$ cat src/rtl/alu_cc_pkg.sv
package alu_cc_pkg;

  typedef enum logic [1:0] {
    FN_ADD = 2'd0,
    FN_SUB = 2'd1,
    FN_AND = 2'd2,
    FN_XOR = 2'd3
  } alu_fn_e;

  // One half adder: returns {carry, sum}
  function automatic logic [1:0] half_add(input logic x, input logic y);
    return {x & y, x ^ y};
  endfunction

  // Function code selects the inverted-operand / forced-carry path
  function automatic logic fn_is_sub(input logic [1:0] code);
    return code == FN_SUB;
  endfunction

  function automatic logic fn_is_arith(input logic [1:0] code);
    return (code == FN_ADD) || (code == FN_SUB);
  endfunction

endpackage

$ cat src/rtl/alu_bit_slice.sv
module alu_bit_slice
  import alu_cc_pkg::*;
(
  input  logic a_bit,
  input  logic b_bit,
  input  logic c_in,
  output logic s_bit,
  output logic c_out
);

  logic [1:0] stage1;
  logic [1:0] stage2;

  always_comb begin
    stage1 = half_add(a_bit, b_bit);
    stage2 = half_add(stage1[0], c_in);
    s_bit  = stage2[0];
    c_out  = stage1[1] | stage2[1];
  end

endmodule

$ cat src/rtl/alu_ripple_adder.sv
module alu_ripple_adder #(
  parameter int WIDTH = 32
) (
  input  logic [WIDTH-1:0] a_word,
  input  logic [WIDTH-1:0] b_word,
  input  logic             invert_b,
  output logic [WIDTH-1:0] sum_word,
  output logic             carry_top,
  output logic             carry_into_top
);

  localparam int MSB = WIDTH - 1;

  logic [WIDTH-1:0] b_eff;
  logic [WIDTH:0]   chain;

  assign b_eff    = invert_b ? ~b_word : b_word;
  assign chain[0] = invert_b;

  for (genvar i = 0; i < WIDTH; i++) begin : g_slice
    alu_bit_slice u_slice (
      .a_bit (a_word[i]),
      .b_bit (b_eff[i]),
      .c_in  (chain[i]),
      .s_bit (sum_word[i]),
      .c_out (chain[i+1])
    );
  end

  assign carry_top      = chain[WIDTH];
  assign carry_into_top = chain[MSB];

endmodule

$ cat src/rtl/alu_flag_unit.sv
module alu_flag_unit #(
  parameter int WIDTH = 32
) (
  input  logic             is_arith,
  input  logic             is_sub,
  input  logic [WIDTH-1:0] res_word,
  input  logic             carry_top,
  input  logic             carry_into_top,
  output logic             ovf,
  output logic             zero,
  output logic             carry
);

  always_comb begin
    zero  = ~|res_word;
    ovf   = is_arith & (carry_top ^ carry_into_top);
    carry = is_arith & (carry_top ^ is_sub);
  end

endmodule

$ cat src/rtl/alu_cc_core.sv
module alu_cc_core
  import alu_cc_pkg::*;
#(
  parameter int WIDTH = 32
) (
  input  logic [1:0]       fn,
  input  logic [WIDTH-1:0] opa,
  input  logic [WIDTH-1:0] opb,
  output logic [WIDTH-1:0] result,
  output logic             flag_ovf,
  output logic             flag_zero,
  output logic             flag_carry
);

  logic             sel_sub;
  logic             sel_arith;
  logic [WIDTH-1:0] adder_sum;
  logic             adder_carry_top;
  logic             adder_carry_into_top;

  assign sel_sub   = fn_is_sub(fn);
  assign sel_arith = fn_is_arith(fn);

  alu_ripple_adder #(.WIDTH(WIDTH)) u_adder (
    .a_word         (opa),
    .b_word         (opb),
    .invert_b       (sel_sub),
    .sum_word       (adder_sum),
    .carry_top      (adder_carry_top),
    .carry_into_top (adder_carry_into_top)
  );

  // Prioritized pick: logic codes first, adder output is the default
  always_comb begin
    if (fn == FN_AND)      result = opa & opb;
    else if (fn == FN_XOR) result = opa ^ opb;
    else                   result = adder_sum;
  end

  alu_flag_unit #(.WIDTH(WIDTH)) u_flags (
    .is_arith       (sel_arith),
    .is_sub         (sel_sub),
    .res_word       (result),
    .carry_top      (adder_carry_top),
    .carry_into_top (adder_carry_into_top),
    .ovf            (flag_ovf),
    .zero           (flag_zero),
    .carry          (flag_carry)
  );

endmodule

$ cat config.mk
export PLATFORM = sky130hd
export DESIGN_NAME = alu_cc_core
export DESIGN_NICKNAME = d
export VERILOG_FILES = /design/src/rtl/alu_cc_pkg.sv /design/src/rtl/alu_bit_slice.sv /design/src/rtl/alu_ripple_adder.sv /design/src/rtl/alu_flag_unit.sv /design/src/rtl/alu_cc_core.sv
export SDC_FILE = /design/constraint.sdc
export NUM_CORES = 1
export LEC_CHECK = 0
export CAP_MARGIN = 20
export CORE_MARGIN = 5
export CORE_UTILIZATION = 45
export DETAILED_ROUTE_END_ITERATION = 6
export PLACE_DENSITY = 0.9
export SKIP_LAST_GASP = 1
export SLEW_MARGIN = 20
export SYNTH_ARGS = -nofsm -noshare
export SYNTH_HDL_FRONTEND = slang
export SYNTH_SLANG_ARGS = --single-unit
$ cat constraint.sdc
create_clock -name vclk -period 24.6
set_input_delay 3.69 -clock vclk [all_inputs]
set_output_delay 3.69 -clock vclk [all_outputs]
set_load 0.1 [all_outputs]
==> impl_metrics.toml, run 1 <==
[power_and_ir_drop]
p_leak_nw = 1.50
total_power_uw = 185
power_density_nw_per_um2 = 56.7
vdd_ir_drop_max_uv = 52.5

[sta]
worst_pin_slew_ps = 980
min_period_ps = 22730
tns_ps = 0
rsz0062_at_grt = "no"
hold_violations = 0
min_period_over_period = 0.924
slew_headroom = 0.345
slew_viol_final = 0
final-setup-viol-count = 0
max_freq_mhz = 44.0

[layout]
multi_input_area_sq_um = 2050
fill_cells = 398
final_nets = 441
syn2layout_area_growth_pct = 44.7
fin_cells = 377
nClkBuffers = 0
drive_above_1_share = 0.0258
n_antenna_cell = 0
seq_area_sq_um = 0
n_sequential_cell = 0
finish.utilization = 0.683
finalInstanceArea_sq_um = 3270

[synth]
synth_nets = 347
synth_top_area_share = 0.279
synth_cell_types = 15
syn_inst = 218
syn_area_sq_um = 2260
yosys.area.top_type = "mux2i_1"
synth_warnings = 0
yosys-top-cells-count = "mux2i_1, ha_1, xnor2_1"
ys_seq_area_frac = 0
syn_avg_cell_area_sq_um = 10.4
ys_top_cells_by_area = "mux2i_1, fa_1, ha_1"
yosys.cell_count.top_type = "mux2i_1"

[drt]
via_per_inst = 5.07
totalWireLength_um = 5870
drt_iter0_markers = 75
routedWlPerCell_um = 15.6
antenna_left = 0
dr_total_vias = 1911
drc = 0
drt_first_pass_iters = 4

[placement]
placed_cells = 377
portBuffers = 101
place_area_sq_um = 3270
dp_hpwl_um = 5010
place.gp.congestion = 0.758

[setup_path]
crit_path_end_kind = "output pin"
worstPathArrival_ps = 19040
path_max_fanout = 2
critPathSlowestCell = "clkdlybuf4s50_1"
crit_required_ps = 20910
cp_num_buf_inv = 2
path_common_cell = "fa_1"
slowest_delay_ps = 1150
critical-path-top-delay-family = "adder cells"
crit_type = "in -> out"
cp-start-kind = "input pin"

[floorplan]
die_y_um = 80.8
rows = 25
dieWidth_um = 80.8
die_area_sq_um = 6530
core_area_sq_um = 4790
io_pins = 101
start_util = 0.472

[global_routing]
grt_max_degree = 35
grt_first_pass_wirelength_um = 9590
antenna_found_initial = 1
grt_pass1_vias = 2161
grt_usage = 0.179
overflow = 0

[min_path]
worstHoldPathType = "in -> out"

[outcome]
status = "complete, no violations"

[clocking]
post_cts_resized = 0
post-cts-setup-buffers = 0
hold_buffers = 0

[run]
cap_violations = 0
-- area by class of cell --
class / count / share of cell area
Tap cell: 67 / 0.0257
Multi-Input combinational cell: 175 / 0.626
Inverter: 31 / 0.0356
Timing Repair Buffer: 104 / 0.313
-- path summary, 6_finish.rpt --
path	startpoint	endpoint	depth (start not counted)
worst max-delay path	opb[1]	flag_carry	36
worst min-delay path	fn[1]	flag_zero	7
-- cells by family after synthesis --
kind of cell             count (synthesis)  share of synthesized area
XOR/XNOR                                33                      0.128
adder cells (fa/ha/maj)                 63                      0.452
AND/OR/NAND/NOR                         15                     0.0383
buffers and inverters                   43                     0.0970
multiplexers                            64                      0.284
-- power breakdown --
group          switching [mW]  leakage, nW  internal [mW]
Clock                       0            0              0
Sequential                  0            0              0
Combinational           0.131         1.50         0.0539
Total                   0.131         1.50         0.0539
-- per-stage QoR --
step,hold WS [ps],setup WS [ps]
finish,8510,1870
global placement,8520,2100
CTS,8520,1760
detailed placement,8520,1770
floorplan,7960,922
global route,8590,1370
-- cell usage in the layout, fill, tap and decap left out --
| cell type | instances |
|---|---|
| buf_4 | 4 |
| nor4_1 | 8 |
| nand4_1 | 2 |
| ha_1 | 32 |
| xnor2_1 | 32 |
| nor2b_4 | 1 |
| xor2_1 | 1 |
| nand2b_1 | 1 |
| fa_1 | 31 |
| nor2_1 | 3 |
| buf_2 | 2 |
| clkdlybuf4s50_1 | 98 |
| mux2_2 | 1 |
| inv_1 | 31 |
| mux2i_1 | 63 |
-- per-layer routing --
| metal | part of all wire | track usage | vias up |
|---|---|---|---|
| li1 | - | - | 920 |
| met1 | 0.41 | 0.215 | 918 |
| met2 | 0.52 | 0.350 | 65 |
| met3 | 0.063 | 0.0211 | 6 |
| met4 | 0.0048 | 0.0135 | 2 |
| met5 | 0.0012 | 0 | - |
-- worst min-delay path, stage by stage --
cell	delay, ps
buf_2	120
buf_4	300
mux2i_1	250
nor4_1	100
nand4_1	80
nor2_1	40
buf_4	220
Note: power is estimated with default switching activity, not from simulation.
==> run 2: changes to the inputs <==
ABC_AREA = 1   (was default)
CORE_UTILIZATION = 46   (was 45)
PLACE_DENSITY = 0.88   (was 0.9)
==> impl_metrics.toml, run 2 <==
[outcome]
status = "complete, no violations"

[power_and_ir_drop]
p_leak_nw = 1.64
vdd_ir_drop_max_uv = 59.7
power_density_nw_per_um2 = 51.3

[setup_path]
path_common_cell = "fa_1"
path_max_fanout = 34
worstPathArrival_ps = 19490
crit_type = "in -> out"
cp_num_buf_inv = 4
slowest_delay_ps = 500
crit_path_end_kind = "output pin"
crit_required_ps = 20910
critical-path-top-delay-family = "adder cells"
cp-start-kind = "input pin"
critPathSlowestCell = "fa_1"

[synth]
synth_cell_types = 16
synth_top_area_share = 0.247
syn_inst = 325
yosys.area.top_type = "fa_1"
yosys.cell_count.top_type = "nand3_1"
ys_top_cells_by_area = "fa_1, ha_1, nand3_1"
ys_seq_area_frac = 0
syn_avg_cell_area_sq_um = 7.74
synth_warnings = 0
syn_area_sq_um = 2510
yosys-top-cells-count = "nand3_1, inv_1, ha_1, xor2_1, fa_1"
synth_nets = 454

[drt]
antenna_left = 0
drt_first_pass_iters = 4
dr_total_vias = 2483
drc = 0
drt_iter0_markers = 105
routedWlPerCell_um = 14.5
via_per_inst = 5.16
totalWireLength_um = 6970

[sta]
max_freq_mhz = 43.1
slew_viol_final = 0
tns_ps = 0
slew_headroom = 0.329
min_period_ps = 23180
final-setup-viol-count = 0
hold_violations = 0
min_period_over_period = 0.942
hold_ws_ps = 7940
rsz0062_at_grt = "no"
worst_pin_slew_ps = 1000

[run]
cap_violations = 0

[min_path]
worstHoldPathType = "in -> out"
hold_depth = 5
hp-start = "fn[1]"
hold_end = "flag_ovf"

[placement]
dp_hpwl_um = 5710
place.gp.congestion = 0.891
portBuffers = 101

[global_routing]
grt_usage = 0.197
overflow = 0
grt_pass1_vias = 2595
grt_max_degree = 85
antenna_found_initial = 0
grt_first_pass_wirelength_um = 11900

[floorplan]
die_area_sq_um = 7050
io_pins = 101
rows = 27
dieWidth_um = 83.9
core_area_sq_um = 5410
die_y_um = 83.9
start_util = 0.465

[layout]
syn2layout_area_growth_pct = 38.5
n_sequential_cell = 0
nClkBuffers = 0
final_common_cell = "clkdlybuf4s50_1"
final_nets = 540
mostFrequentLayoutCells = "clkdlybuf4s50_1, nand3_1, inv_1"
seq_area_sq_um = 0
n_antenna_cell = 0
drive_above_1_share = 0.115

[clocking]
post_cts_resized = 0
hold_buffers = 0
post-cts-setup-buffers = 0
[run 2: cell types whose count changed after synthesis, moves of 7 or more]
cell	previous run	this run
nand2_1	0	25
xor2_1	1	32
xnor2_1	32	0
nor4_1	8	0
or2_2	0	19
buf_6	4	11
nand3_2	0	14
mux2i_1	63	0
inv_1	31	43
nor2_1	3	23
nand3_1	0	80
[run 2: how the worst max path moves through the flow]
stage | cells after the start | endpoint | from
3_5_place_dp | 44 | flag_zero | fn[0]
6_report | 44 | flag_zero | fn[0]
4_1_cts | 44 | flag_zero | fn[0]
2_1_floorplan | 44 | flag_zero | fn[0]
5_1_grt | 44 | flag_zero | fn[0]
3_3_place_gp | 44 | flag_zero | fn[0]
[run 2: final cells by class]
class,count,area [sq um]
fill,483,1920
inverter,45,169
multi-input combinational,260,2160
tap,72,90.1
timing repair buffer,104,1060
[run 2: per-layer routing]
metal	routed length [um]	share of wire	vias to the layer above	track usage
met2	3700	0.53	88	0.373
met3	381	0.055	12	0.0276
met4	123	0.018	0	0.0365
met1	2770	0.40	1171	0.236
li1	-	-	1212	-
met5	0	0	-	0
[run 2: worst min-delay path: cells and delay by family]
| kind | cells | cell delay, ps |
|---|---|---|
| AO/OA/AOI/OAI | 2 | 170 |
| buffers and inverters | 3 | 390 |
[run 2: per-stage QoR]
stage	total power, mW	utilization	setup WS [ps]	cell area [sq um]	cells
after global routing	0.191	0.644	777	3480	481
after detailed placement	0.179	0.644	1340	3480	481
after global placement	0.176	0.644	1640	3480	481
after CTS	0.180	0.644	1300	3480	481
after floorplan	0.133	-	1240	2510	325
final	0.179	0.644	1420	3480	481
[run 2: kinds of logic (layout without fill, tap and decap cells)]
logic type,count (synthesis),after routing,share of synthesized area
AO/OA/AOI/OAI,3,3,0.00597
XOR/XNOR,32,32,0.111
adder cells (fa/ha/maj),63,63,0.406
buffers and inverters,65,149,0.140
AND/OR/NAND/NOR,162,162,0.336
[run 2: where the power goes]
group	internal [mW]	leakage (nW)	switching (mW)
logic	0.0539	1.64	0.125
clock network	0	0	0
registers	0	0	0
==> run 3: changes to the inputs <==
CORE_UTILIZATION = 42   (was 46)
PLACE_DENSITY = 0.85   (was 0.88)
clock period = 19.9 ns   (was 24.6 ns; I/O delays follow)
==> impl_metrics.toml, run 3 (same netlist as run 2, synthesis figures left out) <==
[floorplan]
die_area_sq_um = 7640
io_pins = 101
die_y_um = 87.4
rows = 28
dieWidth_um = 87.4
start_util = 0.427
core_area_sq_um = 5890

[sta]
min_period_over_period = 0.974
final-setup-viol-count = 0
hold_violations = 0
slew_headroom = 0.338
tns_ps = 0
slew_viol_final = 0
rsz0062_at_grt = "no"
max_freq_mhz = 51.6
worst_pin_slew_ps = 990
hold_ws_ps = 6650
min_period_ps = 19390

[min_path]
hp-start = "fn[1]"
worstHoldPathType = "in -> out"
hold_depth = 6
hold_end = "flag_ovf"

[power_and_ir_drop]
vdd_ir_drop_max_uv = 60.8
sequentialPowerShare = 0
p_sw_frac = 0.678
p_leak_nw = 1.67
p_comb_frac = 1.000
internal-power_uw = 74.9
pwr-share-clk = 0
switchingPower_uw = 158
power_density_nw_per_um2 = 63.6

[setup_path]
cp_num_buf_inv = 3
critPathSlowestCell = "fa_1"
worstPathArrival_ps = 16410
path_max_fanout = 3
crit_path_end_kind = "output pin"
path_common_cell = "fa_2"
crit_type = "in -> out"
cp-start-kind = "input pin"
slowest_delay_ps = 490
critical-path-top-delay-family = "adder cells"
crit_required_ps = 16910

[drt]
antenna_left = 0
drc = 0
routedWlPerCell_um = 14.9
totalWireLength_um = 7250
via_per_inst = 5.29
drt_first_pass_iters = 4
drt_iter0_markers = 94
dr_total_vias = 2571

[layout]
n_sequential_cell = 0
syn2layout_area_growth_pct = 45.4
nClkBuffers = 0
drive_above_1_share = 0.209
seq_area_sq_um = 0
mostFrequentLayoutCells = "clkdlybuf4s50_1, nand3_1, inv_1"
final_nets = 542
fill_cells = 508
n_antenna_cell = 0
final_common_cell = "clkdlybuf4s50_1"
multi_input_area_sq_um = 2260

[placement]
dp_hpwl_um = 5900
place.gp.congestion = 0.806
portBuffers = 101

[global_routing]
grt_first_pass_wirelength_um = 11800
overflow = 0
grt_pass1_vias = 2599
grt_usage = 0.187
antenna_found_initial = 0
grt_max_degree = 85

[run]
cap_violations = 0

[clocking]
hold_buffers = 0

[outcome]
status = "complete, no violations"
[run 3: cell types whose count changed in the layout (fill, tap and decap cells not counted), sizes merged]
cell / before / now
dlymetal6s2s: 0 / 1
clkdlybuf4s50: 93 / 86
buf: 11 / 19
[run 3: worst min-delay path: stages]
cell     delay [ps]
buf_2           110
inv_2            40
buf_4           180
o21ai_0         120
a21oi_2          60
buf_12          160
[run 3: what timing repair did]
item | 4_1_cts | 5_1_grt
setup buffers | 0 | 1
endpoints found under the hold margin | 0 | 0
gates resized for setup | 1 | 5
cloned | 0 | 0
setup endpoints to repair | 1 | 1
pin swaps | 0 | 1
[run 3: how the worst max path moves through the flow]
stage / start / cells past startpoint / slack, ps / endpoint
after floorplan: fn[0] / 44 / 40 / flag_zero
after global placement: fn[0] / 43 / 180 / flag_zero
after global routing: opb[0] / 43 / 90 / flag_zero
final: opb[0] / 43 / 510 / flag_zero
after CTS: fn[0] / 43 / 40 / flag_zero
after detailed placement: fn[0] / 43 / 20 / flag_zero
[run 3: layout make-up]
| type | count | share of cell area |
|---|---|---|
| well taps | 75 | 0.0257 |
| repair buffers | 106 | 0.311 |
| inverters | 45 | 0.0462 |
| multi-input cells | 260 | 0.617 |
[run 3: power by group through the flow]
stage          clock network, mW  logic (mW)  registers [mW]
2_1_floorplan                  0       0.168               0
3_3_place_gp                   0       0.227               0
3_5_place_dp                   0       0.233               0
4_1_cts                        0       0.234               0
5_1_grt                        0       0.248               0
6_report                       0       0.233               0
[run 3: per-stage QoR]
stage	setup WS [ps]	cell area (sq um)	power, mW	std cells	utilization
final	509	3660	0.233	486	0.621
after global routing	86.8	3660	0.248	486	0.621
after CTS	44.6	3640	0.234	485	0.618
after detailed placement	19.9	3630	0.233	485	0.618
after global placement	178	3630	0.227	485	0.618
after floorplan	42.0	2600	0.168	325	-
[run 3: per-layer routing]
metal / routed length, um / GRT usage / vias up
li1: - / - / 1215
met1: 2900 / 0.234 / 1231
met2: 3770 / 0.345 / 103
met3: 417 / 0.0142 / 22
met4: 168 / 0.0432 / 0
met5: 0 / 0 / -
